$ cat config.mk
export PLATFORM = sky130hd
export DESIGN_NAME = dualmode_rd_stage
export DESIGN_NICKNAME = d
export VERILOG_FILES = /design/src/rtl/drs_pkg.sv /design/src/rtl/drs_ptr_sync.sv /design/src/rtl/drs_wr_ctrl.sv /design/src/rtl/drs_rd_ctrl.sv /design/src/rtl/dualmode_rd_stage.sv
export SDC_FILE = /design/constraint.sdc
export NUM_CORES = 1
export LEC_CHECK = 0
export ABC_AREA = 0
export BUFFER_PORTS_ARGS = -buffer_cell sky130_fd_sc_hd__buf_2
export CORE_MARGIN = 1
export CORE_UTILIZATION = 30
export CTS_CLUSTER_DIAMETER = 50
export CTS_CLUSTER_SIZE = 24
export DETAILED_ROUTE_END_ITERATION = 6
export PLACE_DENSITY = 0.53
export SKIP_CTS_REPAIR_TIMING = 1
export SLEW_MARGIN = 20
export SYNTH_ARGS = -nofsm -noshare
export SYNTH_HDL_FRONTEND = slang
export SYNTH_SLANG_ARGS = --single-unit
$ cat constraint.sdc
create_clock -name clk -period 3.3 [get_ports clk]
set_input_delay 0.495 -clock clk [delete_from_list [all_inputs] [get_ports clk]]
set_output_delay 0.495 -clock clk [all_outputs]
set_load 0.01 [all_outputs]
$ cat src/rtl/drs_pkg.sv
package drs_pkg;

    typedef enum logic {
        MODE_STD  = 1'b0,
        MODE_FWFT = 1'b1
    } rd_mode_e;

    typedef struct packed {
        logic rd_side;
        logic wr_side;
    } flag_pair_t;

    // Flag meaning and polarity depend on the latched mode.
    function automatic flag_pair_t encode_flags(
        input rd_mode_e mode,
        input logic     avail,
        input logic     out_valid,
        input logic     full
    );
        flag_pair_t f;
        if (mode == MODE_STD) begin
            f.rd_side = avail;      // low means empty
            f.wr_side = !full;      // low means full
        end else begin
            f.rd_side = !out_valid; // high means nothing valid at output
            f.wr_side = full;       // high means no space
        end
        return f;
    endfunction

endpackage

$ cat src/rtl/drs_ptr_sync.sv
module drs_ptr_sync #(
    parameter int W      = 4,
    parameter int STAGES = 2
) (
    input  logic         clk,
    input  logic         rst,
    input  logic [W-1:0] bin_in,
    output logic [W-1:0] bin_out
);

    logic [W-1:0] gray_in;
    logic [W-1:0] stg [STAGES];

    assign gray_in = bin_in ^ (bin_in >> 1);

    for (genvar s = 0; s < STAGES; s++) begin : g_stage
        if (s == 0) begin : g_first
            always_ff @(posedge clk) begin
                if (rst) stg[0] <= '0;
                else     stg[0] <= gray_in;
            end
        end else begin : g_next
            always_ff @(posedge clk) begin
                if (rst) stg[s] <= '0;
                else     stg[s] <= stg[s-1];
            end
        end
    end

    always_comb begin
        for (int i = 0; i < W; i++) begin
            bin_out[i] = ^(stg[STAGES-1] >> i);
        end
    end

endmodule

$ cat src/rtl/drs_wr_ctrl.sv
module drs_wr_ctrl #(
    parameter int ADDR_W = 4
) (
    input  logic              clk,
    input  logic              rst,
    input  logic              wr_en_n,
    input  logic [ADDR_W:0]   rptr_sync,
    output logic [ADDR_W:0]   wptr,
    output logic              full,
    output logic              mem_wr_en,
    output logic [ADDR_W-1:0] mem_wr_addr
);

    localparam int PTR_W = ADDR_W + 1;
    localparam logic [PTR_W-1:0] DEPTH_P = PTR_W'(1) << ADDR_W;

    logic [PTR_W-1:0] wptr_q;
    logic             accept;
    logic [PTR_W-1:0] fill;

    assign full   = (wptr_q[ADDR_W] != rptr_sync[ADDR_W]) &&
                    (wptr_q[ADDR_W-1:0] == rptr_sync[ADDR_W-1:0]);
    assign accept = !wr_en_n && !full;
    assign fill   = wptr_q - rptr_sync;

    always_ff @(posedge clk) begin
        if (rst)         wptr_q <= '0;
        else if (accept) wptr_q <= wptr_q + PTR_W'(1);
    end

    assign wptr        = wptr_q;
    assign mem_wr_en   = accept;
    assign mem_wr_addr = wptr_q[ADDR_W-1:0];

    p_no_overflow_r6: assert property (@(posedge clk) disable iff (rst)
        full |=> $stable(wptr_q));

    p_fill_bound_r2: assert property (@(posedge clk) disable iff (rst)
        fill <= DEPTH_P);

endmodule

$ cat src/rtl/drs_rd_ctrl.sv
module drs_rd_ctrl
    import drs_pkg::*;
#(
    parameter int DATA_W = 18,
    parameter int ADDR_W = 4
) (
    input  logic              clk,
    input  logic              rst,
    input  rd_mode_e          mode,
    input  logic              rd_en_n,
    input  logic              rd_cs_n,
    input  logic [ADDR_W:0]   wptr_sync,
    input  logic [DATA_W-1:0] mem_rd_data,
    output logic [ADDR_W:0]   rptr,
    output logic              mem_rd_en,
    output logic [ADDR_W-1:0] mem_rd_addr,
    output logic [DATA_W-1:0] rd_data,
    output logic              out_valid,
    output logic              avail
);

    localparam int PTR_W = ADDR_W + 1;

    logic [PTR_W-1:0]  rptr_q;
    logic [DATA_W-1:0] data_q;
    logic              valid_q;
    logic              rd_req;
    logic              load;

    assign rd_req = !rd_en_n && !rd_cs_n;
    assign avail  = (wptr_sync != rptr_q);

    always_comb begin
        if (mode == MODE_STD) load = rd_req && avail;
        else                  load = avail && (!valid_q || rd_req);
    end

    always_ff @(posedge clk) begin
        if (rst) begin
            rptr_q  <= '0;
            data_q  <= '0;
            valid_q <= 1'b0;
        end else if (load) begin
            rptr_q  <= rptr_q + PTR_W'(1);
            data_q  <= mem_rd_data;
            valid_q <= (mode == MODE_FWFT);
        end else if (rd_req) begin
            valid_q <= 1'b0;
        end
    end

    assign rptr        = rptr_q;
    assign mem_rd_en   = load;
    assign mem_rd_addr = rptr_q[ADDR_W-1:0];
    assign rd_data     = data_q;
    assign out_valid   = valid_q;

    p_no_underflow_r6: assert property (@(posedge clk) disable iff (rst)
        !avail |=> $stable(rptr_q));

    p_std_hold_r5: assert property (@(posedge clk) disable iff (rst)
        (mode == MODE_STD && (rd_en_n || rd_cs_n)) |=> $stable(data_q));

    p_fwft_hold_r5: assert property (@(posedge clk) disable iff (rst)
        (mode == MODE_FWFT && valid_q && (rd_en_n || rd_cs_n))
            |=> ($stable(data_q) && valid_q));

    p_last_read_r7: assert property (@(posedge clk) disable iff (rst)
        (mode == MODE_FWFT && valid_q && rd_req && !avail) |=> !valid_q);

endmodule

$ cat src/rtl/dualmode_rd_stage.sv
module dualmode_rd_stage
    import drs_pkg::*;
#(
    parameter int DATA_W      = 18,
    parameter int ADDR_W      = 4,
    parameter int SYNC_STAGES = 2
) (
    input  logic              clk,
    input  logic              rst,
    input  logic              mode_pin,
    input  logic              wr_en_n,
    input  logic [DATA_W-1:0] wr_data,
    input  logic              rd_en_n,
    input  logic              rd_cs_n,
    output logic              mem_wr_en,
    output logic [ADDR_W-1:0] mem_wr_addr,
    output logic [DATA_W-1:0] mem_wr_data,
    output logic              mem_rd_en,
    output logic [ADDR_W-1:0] mem_rd_addr,
    input  logic [DATA_W-1:0] mem_rd_data,
    output logic [DATA_W-1:0] rd_data,
    output logic              flag_rd,
    output logic              flag_wr
);

    localparam int PTR_W = ADDR_W + 1;

    rd_mode_e         mode_q;
    logic [PTR_W-1:0] wptr, rptr, wptr_sync, rptr_sync;
    logic             full, avail, out_valid;
    flag_pair_t       flags;

    always_ff @(posedge clk) begin
        if (rst) mode_q <= rd_mode_e'(mode_pin);
    end

    drs_wr_ctrl #(.ADDR_W(ADDR_W)) u_wr (
        .clk         (clk),
        .rst         (rst),
        .wr_en_n     (wr_en_n),
        .rptr_sync   (rptr_sync),
        .wptr        (wptr),
        .full        (full),
        .mem_wr_en   (mem_wr_en),
        .mem_wr_addr (mem_wr_addr)
    );

    drs_ptr_sync #(.W(PTR_W), .STAGES(SYNC_STAGES)) u_w2r (
        .clk     (clk),
        .rst     (rst),
        .bin_in  (wptr),
        .bin_out (wptr_sync)
    );

    drs_ptr_sync #(.W(PTR_W), .STAGES(SYNC_STAGES)) u_r2w (
        .clk     (clk),
        .rst     (rst),
        .bin_in  (rptr),
        .bin_out (rptr_sync)
    );

    drs_rd_ctrl #(.DATA_W(DATA_W), .ADDR_W(ADDR_W)) u_rd (
        .clk         (clk),
        .rst         (rst),
        .mode        (mode_q),
        .rd_en_n     (rd_en_n),
        .rd_cs_n     (rd_cs_n),
        .wptr_sync   (wptr_sync),
        .mem_rd_data (mem_rd_data),
        .rptr        (rptr),
        .mem_rd_en   (mem_rd_en),
        .mem_rd_addr (mem_rd_addr),
        .rd_data     (rd_data),
        .out_valid   (out_valid),
        .avail       (avail)
    );

    assign mem_wr_data = wr_data;
    assign flags       = encode_flags(mode_q, avail, out_valid, full);
    assign flag_rd     = flags.rd_side;
    assign flag_wr     = flags.wr_side;

    p_mode_locked_r1: assert property (@(posedge clk) disable iff (rst)
        !rst |=> $stable(mode_q));

endmodule

After elaboration in Yosys (flattened, before gate mapping)
Memories as Yosys holds them, arrays and structs flattened.
Cells that the tools add are included.
{"block": "op_classes", "add_sub_neg": 2, "n_eq_ne": 3, "n_mux": 11, "bitwise_logic": 6, "reduce_logical": 22}
{"cell": "parity 5 bit", "count": 10}
{"cell": "2-to-1 mux 5 bit", "count": 4}
{"cell": "adder 5 x 1 -> 5 bit, second input constant", "count": 2}
{"cell": "bitwise XOR 5 x 4 -> 5 bit", "count": 2}
{"cell": "2-to-1 mux 1 bit", "count": 6}
{"cell": "logical AND 1 bit", "count": 5}
{"cell": "zero test 1 bit", "count": 5}
{"cell": "!= test 5 bit", "count": 1}
{"cell": "equality test 4 bit", "count": 1}
{"cell": "bitwise OR 1 bit", "count": 4}
{"cell": "2-to-1 mux 2 bit", "count": 1}
{"cell": "nonzero test 2 bit", "count": 1}
{"cell": "logical OR 1 bit", "count": 1}
{"cell": "!= test 1 bit", "count": 1}
{"block": "totals", "regBits": 30, "ram_bits": 20, "word_cells": 51, "n_memories": 2}
{"memory": "u_r2w.stg", "words": 2, "word_bits": 5, "read_ports": 2, "rd_ports_with_merged_regs": 0, "write_ports": 2, "line": "drs_ptr_sync.sv:12", "rtl": "logic [W-1:0] stg [STAGES];"}
{"memory": "u_w2r.stg", "words": 2, "word_bits": 5, "read_ports": 2, "rd_ports_with_merged_regs": 0, "write_ports": 2, "line": "drs_ptr_sync.sv:12"}

Depth between registers and ports, before layout
{"block": "depth", "depth_word": 6, "depth_mapped": 6}

By module
From an unflattened synthesis, not the netlist that was laid out.
{"block": "unflattened", "cells_unflattened": 252, "area_unflattened_um2": 2436.1}
{"module": "drs_rd_ctrl", "n_inst": 1, "cells_per_inst": 127, "area_per_inst_um2": 1158.6, "seq_area_each_um2": 480.5}
{"module": "drs_ptr_sync", "n_inst": 2, "cells_per_inst": 31, "area_per_inst_um2": 364.1, "seq_area_each_um2": 200.2}
{"module": "drs_wr_ctrl", "n_inst": 1, "cells_per_inst": 41, "area_per_inst_um2": 366.6, "seq_area_each_um2": 100.1}
{"module": "dualmode_rd_stage", "n_inst": 1, "cells_per_inst": 22, "area_per_inst_um2": 182.7, "seq_area_each_um2": 30.0}

Least setup slack after synthesis
Ideal clock, no wire load.
{"block": "synth_path", "path_type": "reg-to-output", "startpoint": "memory u_r2w.stg[1][4] (netlist bit)", "endpoint": "output flag_wr", "t_arrival_ps": 1769, "setup_slack_ps": 1036, "path_stages_with_launch": 6, "path_buffers": 0, "path_cell_list": "dfxtp_1 -> xnor3_2 -> or4b_4 -> o211ai_4 -> o21ai_1 -> xnor2_1"}
{"element": "start, declared", "line": "drs_ptr_sync.sv:12"}
{"element": "end, declared", "line": "dualmode_rd_stage.sv:23", "rtl": "output logic flag_wr"}

==> run summary <==
I/O Buffers: 53
Number of non-filler instances in the completed layout: 399
Status: completed
DRC Markers: 0
TritonCTS clock tree: built
Initial core utilization: 31.3%
Number of routed nets with antenna violations: 0
Kind of start point of the critical path: flip-flop
Area inside the core boundary: 0.00830 mm²
Count of filler cells inserted in the layout: 849
Number of global-route vias before repair: 1802
Clock edge transition at the registers on the reported setup and hold paths: 0.10 ns
Share of the yosys chip area belonging to registers: 38.9%
Die ar.: 0.00903 mm²
Worst EP required: 2.80 ns
Top area cells in the synthesized netlist: sky130_fd_sc_hd__dfxtp_1 (38%), sky130_fd_sc_hd__nand2b_1 (8.9%), sky130_fd_sc_hd__mux2i_1 (8.1%)
Async SR Flop Fraction: 0%
CP peak stage delay: 0.49 ns
Number of vias after detailed routing: 1770
Sequential cell area: 0.00101 mm²
Top fanout value on the critical path: 7
Cell taking the most area after synthesis: sky130_fd_sc_hd__dfxtp_1
Critical Setup Path Class: flip-flop to output port
Tightest Pin Transition: 0.727 ns
Wire length of the first global-routing pass: 8.21 mm
Final instance area: 0.00287 mm²
Static Leak: 1.25 nW
Max-Slew Margin vs Limit: 51.6%
Peak VDD IR: 0.229 mV
Cells along the critical path: xnor3_2 > or4b_4 > o211ai_4 > o21ai_1 > xnor2_1 > buf_2
Post-synth net total: 316
Post-Synthesis Mean Instance Area: 9.69 µm²
Number of buffers created by CTS: 5
Overflow after GRT: 0
Cell area power density: 590 mW/mm²
Initial antenna violation count: 0
Final wirelength: 4.87 mm
Number of hold-slack violations in the final timing report: 0
Number of DRC markers after the initial detailed-route iteration: 73
Post-synthesis register bit count: 50
Final setup skew: 0.00833 ns
Final setup violation count: 0
Critical-path top delay cell: sky130_fd_sc_hd__or4b_4
CTS max path bufs: 2
Part of the power in combinational logic: 29.2%
Ys Warns: 0
Detailed Routing Iterations Pass 1: 4
Number of sinks on the clock net: 50
Critical path buffers and inverters: 1
Clock root buffer master: sky130_fd_sc_hd__clkbuf_8
Placed cell count: 391
Mapped Cells: 268
# IOs: 90
Clock Latency Late Sink: 0.31 ns
Count of flip-flops with a built-in enable after synthesis: 1
Maximum number of pins on one net before global-route repair: 47
Net count reported at finish: 341
Total GRT Usage: 11.7%
Final critical-path share of the clock period: 81.8%
Proportion of layout cells with a drive suffix above 1: 24.8%
Final Worst Setup Slack: 0.600 ns
Placement-stage worst setup slack: 0.933 ns
Top cells by count, synth: sky130_fd_sc_hd__dfxtp_1 (49), sky130_fd_sc_hd__nand2b_1 (37), sky130_fd_sc_hd__nor2b_1 (30)
Setup repair after global routing missed its margin: false
CP Capture Type: output port
Cell row count: 33
Fin Setup TNS: 0 ns
Fraction of synthesized cell area taken by the top area cell type: 37.8%
Overall die height: 95.0 µm
Pins over their slew limit: 0
Average wire length per cell after detail routing: 12.2 µm
HPWL after DPL: 3.55 mm
Number of levels the H-tree was split into: 2
Combined area of all synthesized cells: 0.00260 mm²
Final worst hold slack: 0.371 ns
RePlAce Congestion: 0.768
Fin crit period: 2.70 ns
Sw frac: 31.2%
Critical Path AT: 2.20 ns
Share of total power in sequential cells: 44.9%
Cell with the most instances after synthesis: sky130_fd_sc_hd__dfxtp_1
Layout area overhead: 10.6%
Horizontal die dimension: 95.0 µm
Multi-input gate area in the final layout: 0.00133 mm²
Vias per std cell: 4.44
Number of different library cells in the post-synthesis netlist: 45
Flip-flop cell with the highest count after synthesis: sky130_fd_sc_hd__dfxtp_1
Power dissipated by switching net loads: 0.529 mW
Maximum capacitance violations: 0
Placed Instance Area: 0.00276 mm²
Diode insertion count for antenna repair: 0
Cell-internal power: 1.17 mW
Largest delay contributor family on the critical path: XOR/XNOR gates
Power share of the clock group: 25.9%
Tightest Hold Check Type: input port to flip-flop
Maximum operating frequency: 370 MHz
==> stage by stage <==
stage	utilization [%]	power [mW]
2_1_floorplan	-	1.16
3_3_place_gp	33.3	1.27
3_5_place_dp	33.3	1.28
4_1_cts	34.6	1.72
5_1_grt	34.6	1.81
6_report	34.6	1.70
==> worst paths after layout <==
check	startpoint	to	slack, ns	depth (start not counted)
max reg2reg	u_wr.wptr[0]	u_wr.wptr[4]	1.14	5
min	mode_pin	mode_q	0.37	1
min reg2reg	u_r2w.stg[0][3]	u_r2w.stg[1][3]	0.44	1
max	u_r2w.stg[1][4]	flag_wr	0.60	6
==> cells by family after synthesis <==
group | Yosys count | share of synthesized area [%]
compound gates | 31 | 8.58
mux | 29 | 11.9
buf+inv | 39 | 9.93
xor+xnor | 10 | 4.53
simple gates | 103 | 23.3
flops | 50 | 38.9
fa+ha+maj | 6 | 2.89
==> power by group through the flow <==
stage / clock [mW] / sequential, mW / combinational, mW
finish: 0.438 / 0.761 / 0.496
global route: 0.478 / 0.776 / 0.553
CTS: 0.454 / 0.763 / 0.506
detailed placement: 0 / 0.774 / 0.505
global placement: 0 / 0.771 / 0.504
floorplan: 0 / 0.790 / 0.366
==> cells in the final DEF (no fill, tap or decap), types with 4 or more instances in the layout <==
cell type	synthesis	routed
sky130_fd_sc_hd__buf_2	2	53
sky130_fd_sc_hd__dfxtp_1	49	49
sky130_fd_sc_hd__nand2b_1	37	37
sky130_fd_sc_hd__nor2b_1	30	30
sky130_fd_sc_hd__mux2i_1	21	21
sky130_fd_sc_hd__nor2_1	13	13
sky130_fd_sc_hd__o21ai_0	11	11
sky130_fd_sc_hd__nand2_1	7	7
sky130_fd_sc_hd__ha_1	6	6
sky130_fd_sc_hd__xnor2_1	5	5
sky130_fd_sc_hd__clkbuf_8	0	5
sky130_fd_sc_hd__nand3_1	4	4
sky130_fd_sc_hd__mux2_1	4	4
==> area by class of cell <==
cell class / count / area share [%]
clock inverters: 2 / 1.31
clock buffers: 6 / 2.53
repair buffers: 55 / 9.76
inverters: 2 / 0.261
flip-flops and latches: 50 / 35.2
well taps: 105 / 4.58
multi-input cells: 179 / 46.4
==> sequential cells by signal, summed over array words and instances, names as in the netlist <==
signal	count
u_rd.rptr	5
mode_q	1
u_wr.wptr	5
u_rd.out_valid	1
u_rd.rd_data	18
u_w2r.stg	10
u_r2w.stg	10
==> metal layers <==
layer	part of all wire (%)	wire length (µm)	vias to the layer above	global-route usage, %
li1	-	-	919	-
met1	46	2240	789	13.7
met3	7.1	348	9	4.31
met2	45	2210	53	19.8
met5	0	0	-	0
met4	1.4	68	0	3.79
Note: power is estimated with default switching activity, not from simulation.
